[config.mk]
export PLATFORM = sky130hd
export DESIGN_NAME = shared_tick_watchdog
export DESIGN_NICKNAME = d
export VERILOG_FILES = /design/src/rtl/stw_pkg.sv /design/src/rtl/stw_cmd_decode.sv /design/src/rtl/stw_prescaler.sv /design/src/rtl/stw_timebase.sv /design/src/rtl/stw_watchdog.sv /design/src/rtl/stw_irq_latch.sv /design/src/rtl/shared_tick_watchdog.sv
export SDC_FILE = /design/constraint.sdc
export NUM_CORES = 1
export LEC_CHECK = 0
export ABC_AREA = 0
export ABC_CLOCK_PERIOD_IN_PS = 2290
export BUFFER_PORTS_ARGS = -buffer_cell sky130_fd_sc_hd__buf_4
export CAP_MARGIN = 10
export CORE_ASPECT_RATIO = 0.8
export CORE_UTILIZATION = 55
export CTS_BUF_LIST = sky130_fd_sc_hd__clkbuf_2
export CTS_CLUSTER_SIZE = 24
export DETAILED_ROUTE_END_ITERATION = 10
export PLACE_DENSITY = 0.73
export SKIP_LAST_GASP = 1
export SLEW_MARGIN = 15
export SYNTH_ARGS = -nofsm -noshare
export SYNTH_HDL_FRONTEND = slang
export SYNTH_HIERARCHICAL = 1
export SYNTH_SLANG_ARGS = --single-unit
[constraint.sdc]
create_clock -name clk -period 2.29 [get_ports clk]
set_input_delay 0.1145 -clock clk [delete_from_list [all_inputs] [get_ports clk]]
set_output_delay 0.1145 -clock clk [all_outputs]
set_load 0.01 [all_outputs]
[src/rtl/stw_pkg.sv]
package stw_pkg;

    typedef enum logic [2:0] {
        OP_TB_OFF  = 3'd0,
        OP_TB_ON   = 3'd1,
        OP_TB_CLR  = 3'd2,
        OP_WD_OFF  = 3'd3,
        OP_WD_ON   = 3'd4,
        OP_WD_CLR  = 3'd5,
        OP_IRQ_ON  = 3'd6,
        OP_IRQ_OFF = 3'd7
    } cmd_op_e;

    typedef struct packed {
        logic tb_off;
        logic tb_on;
        logic tb_clr;
        logic wd_off;
        logic wd_on;
        logic wd_clr;
        logic irq_on;
        logic irq_off;
    } cmd_pulse_t;

    typedef enum logic {TB_IDLE, TB_RUN} tb_state_e;
    typedef enum logic {WD_IDLE, WD_RUN} wd_state_e;
    typedef enum logic [1:0] {IRQ_MASKED, IRQ_ARMED, IRQ_LOW} irq_state_e;

endpackage

[src/rtl/stw_cmd_decode.sv]
module stw_cmd_decode
    import stw_pkg::*;
(
    input  logic       valid,
    input  logic [2:0] op,
    output cmd_pulse_t pulse
);
    always_comb begin
        pulse = '0;
        if (valid) begin
            unique case (cmd_op_e'(op))
                OP_TB_OFF:  pulse.tb_off  = 1'b1;
                OP_TB_ON:   pulse.tb_on   = 1'b1;
                OP_TB_CLR:  pulse.tb_clr  = 1'b1;
                OP_WD_OFF:  pulse.wd_off  = 1'b1;
                OP_WD_ON:   pulse.wd_on   = 1'b1;
                OP_WD_CLR:  pulse.wd_clr  = 1'b1;
                OP_IRQ_ON:  pulse.irq_on  = 1'b1;
                OP_IRQ_OFF: pulse.irq_off = 1'b1;
                default:    pulse = '0;
            endcase
        end
    end
endmodule

[src/rtl/stw_prescaler.sv]
module stw_prescaler #(
    parameter int PRE_BITS = 8
) (
    input  logic                clk,
    input  logic                rst_n,
    input  logic                run,
    output logic [PRE_BITS-1:0] count,
    output logic                carry
);
    localparam logic [PRE_BITS-1:0] TOP = {PRE_BITS{1'b1}};

    always_ff @(posedge clk or negedge rst_n) begin
        if (!rst_n) begin
            count <= '0;
        end else if (!run) begin
            count <= '0;
        end else begin
            count <= count + 1'b1;
        end
    end

    always_comb begin
        carry = run && (count == TOP);
    end
endmodule

[src/rtl/stw_timebase.sv]
module stw_timebase
    import stw_pkg::*;
#(
    parameter int TB_BITS = 4
) (
    input  logic clk,
    input  logic rst_n,
    input  logic en,
    input  logic dis,
    input  logic clr,
    input  logic carry,
    output logic running,
    output logic tick
);
    localparam logic [TB_BITS-1:0] LAST = {TB_BITS{1'b1}};

    tb_state_e           state_q, state_d;
    logic [TB_BITS-1:0]  stage_q;
    logic                active;
    logic                wrap;

    always_comb begin
        state_d = state_q;
        unique case (state_q)
            TB_IDLE: if (en)  state_d = TB_RUN;
            TB_RUN:  if (dis) state_d = TB_IDLE;
            default: state_d = TB_IDLE;
        endcase
    end

    always_ff @(posedge clk or negedge rst_n) begin
        if (!rst_n) state_q <= TB_IDLE;
        else        state_q <= state_d;
    end

    always_comb begin
        active = (state_q == TB_RUN) && !dis;
        wrap   = active && carry && !clr && (stage_q == LAST);
    end

    always_ff @(posedge clk or negedge rst_n) begin
        if (!rst_n) begin
            stage_q <= '0;
        end else if (clr) begin
            stage_q <= '0;
        end else if (active && carry) begin
            stage_q <= stage_q + 1'b1;
        end
    end

    always_ff @(posedge clk or negedge rst_n) begin
        if (!rst_n) tick <= 1'b0;
        else        tick <= wrap;
    end

    always_comb begin
        running = (state_q == TB_RUN);
    end
endmodule

[src/rtl/stw_watchdog.sv]
module stw_watchdog
    import stw_pkg::*;
#(
    parameter int WD_LEN = 16
) (
    input  logic clk,
    input  logic rst_n,
    input  logic en,
    input  logic dis,
    input  logic clr,
    input  logic carry,
    output logic running,
    output logic timeout
);
    localparam int              WD_W = (WD_LEN > 2) ? $clog2(WD_LEN) : 1;
    localparam logic [WD_W-1:0] LAST = WD_W'(WD_LEN - 1);

    wd_state_e       state_q, state_d;
    logic [WD_W-1:0] cnt_q;
    logic            active;

    always_comb begin
        state_d = state_q;
        unique case (state_q)
            WD_IDLE: if (en)  state_d = WD_RUN;
            WD_RUN:  if (dis) state_d = WD_IDLE;
            default: state_d = WD_IDLE;
        endcase
    end

    always_ff @(posedge clk or negedge rst_n) begin
        if (!rst_n) state_q <= WD_IDLE;
        else        state_q <= state_d;
    end

    always_comb begin
        active = (state_q == WD_RUN) && !dis;
    end

    always_ff @(posedge clk or negedge rst_n) begin
        if (!rst_n) begin
            cnt_q <= '0;
        end else if (clr) begin
            cnt_q <= '0;
        end else if (active && carry) begin
            if (cnt_q == LAST) cnt_q <= '0;
            else               cnt_q <= cnt_q + 1'b1;
        end
    end

    always_comb begin
        timeout = active && carry && !clr && (cnt_q == LAST);
        running = (state_q == WD_RUN);
    end
endmodule

[src/rtl/stw_irq_latch.sv]
module stw_irq_latch
    import stw_pkg::*;
(
    input  logic clk,
    input  logic rst_n,
    input  logic arm,
    input  logic disarm,
    input  logic release_req,
    input  logic timeout,
    output logic irq_n
);
    irq_state_e state_q, state_d;

    always_comb begin
        state_d = state_q;
        if (disarm) begin
            state_d = IRQ_MASKED;
        end else begin
            unique case (state_q)
                IRQ_MASKED: if (arm)         state_d = IRQ_ARMED;
                IRQ_ARMED:  if (timeout)     state_d = IRQ_LOW;
                IRQ_LOW:    if (release_req) state_d = IRQ_ARMED;
                default:                     state_d = IRQ_MASKED;
            endcase
        end
    end

    always_ff @(posedge clk or negedge rst_n) begin
        if (!rst_n) state_q <= IRQ_MASKED;
        else        state_q <= state_d;
    end

    always_comb begin
        irq_n = (state_q != IRQ_LOW);
    end
endmodule

[src/rtl/shared_tick_watchdog.sv]
module shared_tick_watchdog
    import stw_pkg::*;
#(
    parameter int PRE_BITS = 8,
    parameter int TB_BITS  = 4,
    parameter int WD_LEN   = 16
) (
    input  logic       clk,
    input  logic       rst_n,
    input  logic       cmd_valid,
    input  logic [2:0] cmd_op,
    output logic       tick,
    output logic       irq_n
);
    cmd_pulse_t          cmd;
    logic [PRE_BITS-1:0] pre_cnt;
    logic                pre_carry;
    logic                tb_running;
    logic                wd_running;
    logic                any_run;
    logic                wd_timeout;

    stw_cmd_decode u_dec (
        .valid (cmd_valid),
        .op    (cmd_op),
        .pulse (cmd)
    );

    always_comb begin
        any_run = tb_running || wd_running;
    end

    stw_prescaler #(.PRE_BITS(PRE_BITS)) u_pre (
        .clk   (clk),
        .rst_n (rst_n),
        .run   (any_run),
        .count (pre_cnt),
        .carry (pre_carry)
    );

    stw_timebase #(.TB_BITS(TB_BITS)) u_tb (
        .clk     (clk),
        .rst_n   (rst_n),
        .en      (cmd.tb_on),
        .dis     (cmd.tb_off),
        .clr     (cmd.tb_clr),
        .carry   (pre_carry),
        .running (tb_running),
        .tick    (tick)
    );

    stw_watchdog #(.WD_LEN(WD_LEN)) u_wd (
        .clk     (clk),
        .rst_n   (rst_n),
        .en      (cmd.wd_on),
        .dis     (cmd.wd_off),
        .clr     (cmd.wd_clr),
        .carry   (pre_carry),
        .running (wd_running),
        .timeout (wd_timeout)
    );

    stw_irq_latch u_irq (
        .clk         (clk),
        .rst_n       (rst_n),
        .arm         (cmd.irq_on),
        .disarm      (cmd.irq_off),
        .release_req (cmd.wd_clr),
        .timeout     (wd_timeout),
        .irq_n       (irq_n)
    );
endmodule

== Yosys cells after proc, flatten, opt, wreduce, memory -nomap -nowiden ==
Index checks and enable logic that the tools add are counted.
Storage, ports and cells
  bits in registers: 21
  output and inout port bits: 2
  word-level logic and storage cells: 73
Cells by class
  $add $sub $neg: 3
  eq/ne operators: 16
  mux-type cells: 26
  bitwise gates (word level): 2
  reductions and logical operators: 19
Operators by type and width (number)
  4-bit 2-to-1 mux: 5
  8-bit 2-to-1 mux: 2
  3-bit equality test (second input constant): 4
  1-bit 2-to-1 mux: 12
  1-bit logical AND: 9
  4-bit by 1-bit adder with 4-bit output (second input constant): 2
  8-bit by 1-bit adder with 8-bit output (second input constant): 1
  4-bit equality test (second input constant): 2
  8-bit equality test (second input constant): 1
  2-bit 2-to-1 mux: 4
  3-bit by 2-bit equality test with 1-bit output (second input constant): 2
  3-bit inequality test (second input constant): 2
  2-bit one-hot mux with 3 select lines: 1
  1-bit logical NOT: 4
  1-bit one-hot mux with 2 select lines: 2
  2-bit nonzero test: 2
  3-bit by 1-bit equality test with 1-bit output (second input constant): 1
  3-bit logical NOT: 1
  3-bit by 2-bit inequality test with 1-bit output (second input constant): 1
  3-bit AND reduction: 1
  2-bit by 1-bit equality test with 1-bit output (second input constant): 1
  2-bit equality test (second input constant): 1
  2-bit logical NOT: 1
  2-bit inequality test (second input constant): 1
  other kinds (2): 3

== Longest topological paths before layout ==
  depth in word-level cells: 11
  mapped depth: 7

== Modules after synthesis ==
The synthesis kept the hierarchy.
By module, submodules not included
  stw_prescaler: times used 1, cells an instance 34, area each 369.1 µm²
  stw_timebase: times used 1, cells an instance 23, area each 274.0 µm²
  stw_watchdog: times used 1, cells an instance 25, area each 255.2 µm²
  stw_irq_latch: times used 1, cells an instance 10, area each 103.8 µm²
  stw_cmd_decode: times used 1, cells an instance 8, area each 95.1 µm²
  shared_tick_watchdog: times used 1, cells an instance 1, area each 6.3 µm²

== Worst setup path after synthesis ==
OpenSTA, ideal clock, no wires.
  path type: register to register
  start: reg u_pre.count[0]
  end: reg u_wd.cnt_q[3]
  setup time: 0.077 ns
  data arrival time: 1.822 ns
  data required time: 2.213 ns
  slack: 0.391 ns
  cell stages (with the launch flop): 7
  path through: dfrtp_1 ha_1 nand2_1 nor3_1 nand4b_1 or3_1 a21oi_1
Between the ends
  word-level cells in the longest chain between the ends: 4
RTL lines
  from (decl): RTL line stw_prescaler.sv:7  | output logic [PRE_BITS-1:0] count,
  from (signal assigned): RTL line stw_prescaler.sv:18  | count <= count + 1'b1;
  8-bit equality test: RTL line stw_prescaler.sv:23  | carry = run && (count == TOP);
  1-bit logical AND: RTL line stw_prescaler.sv:23
  net pre_carry: RTL line shared_tick_watchdog.sv:17  | logic pre_carry;
  1-bit logical AND: RTL line stw_watchdog.sv:45  | end else if (active && carry) begin
  2-bit nonzero test (no source line)
  to (signal assigned): RTL line stw_watchdog.sv:47  | else cnt_q <= cnt_q + 1'b1;
  to (decl): RTL line stw_watchdog.sv:19  | logic [WD_W-1:0] cnt_q;
The timed path passes the listed nets, and every way through them passes these cells.
A chain may end at the register's enable or synchronous reset.

== Final worst setup path ==
  start: reg u_tb.state_q (netlist: u_tb/running)
  end: reg u_irq.state_q[1]
Between the ends
  word-level cells in the longest chain between the ends: 7
RTL lines
  from (decl): RTL line stw_timebase.sv:17  | tb_state_e state_q, state_d;
  from (signal assigned): RTL line stw_timebase.sv:33  | else state_q <= state_d;
  1-bit logical OR: RTL line shared_tick_watchdog.sv:30  | any_run = tb_running || wd_running;
  net any_run: RTL line shared_tick_watchdog.sv:20  | logic any_run;
  1-bit logical AND: RTL line stw_prescaler.sv:23
  net pre_carry: RTL line shared_tick_watchdog.sv:17
  1-bit logical AND (3 in series): RTL line stw_watchdog.sv:52  | timeout = active && carry && !clr && (cnt_q == LAST);
  net wd_timeout: RTL line shared_tick_watchdog.sv:21  | logic wd_timeout;
  3-bit by 2-bit inequality test with 1-bit output (no source line)
  3-bit AND reduction (no source line)
  to (signal assigned): RTL line stw_irq_latch.sv:30  | else state_q <= state_d;
  to (decl): RTL line stw_irq_latch.sv:12  | irq_state_e state_q, state_d;
The timed path passes the listed nets, and every way through them passes these cells.

==> results.md <==
- Status: finished, final reports clean
- Max-Cap Viols: 0
- Placed Area: 1194 µm²
- Required time of the critical path: ~2.5 ns
- HPWL Detailed: 1348 µm
- Synthesized area: between 1000 and 1500 µm²
- Root buf cell: clkbuf_2
- Routed vias/inst: between 5 and 6
- Hold Buf Count CTS: 1
- Wire per inst: between 10 and 15 µm
- Die width: between 50 and 60 µm
- CTS tree: yes
- Area delta synth->final: 10.88%
- Core area: approximately 1900 µm²
- Initial Utilization: 58.33%
- Distinct cell type count after synthesis: 33
- Hold depth: 3
- Sequential share of the synthesized area: between 40% and 50%
- Fin. max-slew vios: 0
- Worst Tran Pin Value: between 0.2 and 0.3 ns
- Num CTS Buffers: 3
- R2r setup slk: around 0.43 ns
- Final Hold Vio Count: 0
- Clk slew on worst S/H paths: 0.19 ns
- Post-CTS resize count: 0
- Cell Pwr Density: between 500 and 600 nW/µm²
- Initial antenna violation count: 0
- Post-route ant nets: 0
- Residual DRC count: 0
- Commonest non-fill, non-tap cell in the layout: dfrtp_1
- First-pass GRT wire length: 3187 µm
- Final Skew: between 0.004 and 0.005 ns
- Pleak: between 0.5 and 0.6 nW
- Worst min-delay path endpoint: u_tb/running
- GRT Util Overall: about a fifth
- Crit Path Max Fanout: 9
- Pwr Total: between 0.7 and 0.8 mW
- WL final: around 1800 µm
- Min Tclk post-route: ~1.9 ns
- RR Startpoint: u_tb/running
- Final Net Count: 124
- Crit start category: flip-flop
- Max frequency: approximately 540 MHz
- Final TNS setup: 0 ns
- Top-level port count: 8
- Die area: 2191 µm²
- Highest-count cells in the layout ignoring fill and taps: 21 x dfrtp_1, 8 x buf_4, 8 x nand2_1
- Die height: 42.07 µm
- Final core utilization: between 60% and 70%
- Fin crit share: between 80% and 90%
- Row Count: 14
- Syn Inst Count: 101
- I/O Buffers: 7
- Worst skew pair latency: between 0.3 and 0.4 ns
- Mapped Nets: 110
- Setup violations, final: 0
- Fillers: between 150 and 200
- Unrepaired setup endpoints after global routing: false
- Vias: 777
- Max_slew headroom: around four fifths
- Synthesized flop and latch total: 21
- Postcts setup bufs: 0
- R2R depth: 8
- Cell area after layout: approximately 1200 µm²
- Hold path start: cmd_op[2]
- RePlAce Congestion: about 0.80
- Drt first pass iters: 3
- Synth warnings: 6
- RR Endpoint: u_irq/state_q[1]
- Vias in the first global route: approximately 730
- Worst IR Drop VDD: 480.9 µV
- Largest net degree at the start of global routing: 22
- Drt initial violations: 9
- Min-delay worst type: in -> reg
- CP arrival: about 2.1 ns
- Syn Area/Cell: roughly 11 µm²
- Crit end category: flip-flop
- Share of layout cells above drive strength 1: around 17%
- Clock buffer depth: 2
- WS Path Type: reg -> reg
- Total gr overflow: 0
- H-tree Lvls: 1
- # clock sinks: 21
- Hold Slack: about 0.14 ns
- Antenna cell count: 0
-- how the worst max path moves through the flow --
stage,depth (start not counted),start,slack [ns],to
floorplan,6,u_pre/count[0],0.39,u_wd/cnt_q[3]
global placement,7,u_pre/count[0],0.51,u_wd/cnt_q[3]
detailed placement,8,u_tb/running,0.44,u_irq/state_q[1]
CTS,8,u_tb/running,0.42,u_irq/state_q[1]
global route,8,u_tb/running,0.20,u_irq/state_q[1]
finish,8,u_tb/running,0.43,u_irq/state_q[1]
-- registers in the layout, summed over array words and instances (netlist names) --
name,count
u_tb/stage_q,4
u_wd/cnt_q,4
u_wd/running,1
u_tb/running,1
u_pre/count,8
u_tb/tick,1
u_irq/state_q,2
-- cell families after synthesis --
group           synth area share (%)
compound gates                 8.163
xor+xnor                       4.762
fa+ha+maj                      3.402
buf+inv                        1.020
flops                          47.62
mux                            4.535
simple gates                   30.50
-- report_power, final --
group / leakage (nW) / switching, mW / internal (mW)
combinational: 0.270 / 0.0541 / 0.0611
clock: 0.0166 / 0.106 / 0.0463
sequential: 0.282 / 0.0480 / 0.413
-- synthesized netlist by cell type, drive strengths merged --
library cell / count / area share, %
dfrtp: 21 / 48
nand2: 8 / 2.7
nor2: 6 / 2.0
a21oi: 5 / 2.3
mux2i: 5 / 4.5
o21ai: 5 / 2.3
and2: 4 / 2.3
nand3: 4 / 2.3
or3: 4 / 2.3
xor2: 4 / 3.2
and4b: 3 / 2.9
and4bb: 3 / 3.4
ha: 3 / 3.4
inv: 3 / 1.0
nand3b: 3 / 3.2
nand4b: 3 / 2.4
nor3: 3 / 1.4
a21boi: 2 / 1.4
xnor2: 2 / 1.6
a211oi: 1 / 0.68
a311o: 1 / 0.91
and4: 1 / 0.91
nand4: 1 / 0.57
nor2b: 1 / 0.57
nor4b: 1 / 1.4
o21a: 1 / 0.68
or2: 1 / 0.57
or3b: 1 / 0.79
or4b: 1 / 0.91
-- metal layers --
| metal | vias to the layer above | part of all wire, % | track usage, % |
|---|---|---|---|
| met4 | 0 | 0.50 | 4.865 |
| met3 | 2 | 2.9 | 5.435 |
| met1 | 367 | 51 | 27.68 |
| met2 | 10 | 46 | 31.03 |
| li1 | 398 | - | - |
| met5 | - | 0 | 0 |
-- stage by stage --
stage	setup WS, ns	std cells
after floorplan	0.3910	101
after global placement	0.5119	133
after detailed placement	0.4408	133
after CTS	0.4162	138
after global routing	0.2045	138
final	0.4338	138
-- layout make-up --
type | count | area, µm² | share of cell area (%)
Inverter | 3 | 11.26 | 0.9202
Multi-Input combinational cell | 77 | 566.8 | 46.32
Sequential cell | 21 | 525.5 | 42.94
Clock buffer | 4 | 20.02 | 1.636
Tap cell | 24 | 30.03 | 2.454
Timing Repair Buffer | 9 | 70.07 | 5.726
-- critical path, cell delays in order (launching register included) --
cell and delay, ns:
dfrtp_1 0.47, or2_1 0.26, nand2_1 0.10, nor3_1 0.15
buf_4 0.18, nand4b_1 0.13, nor3_1 0.27, nand3b_1 0.11
a21oi_1 0.14
Note: power is estimated with default switching activity, not from simulation.
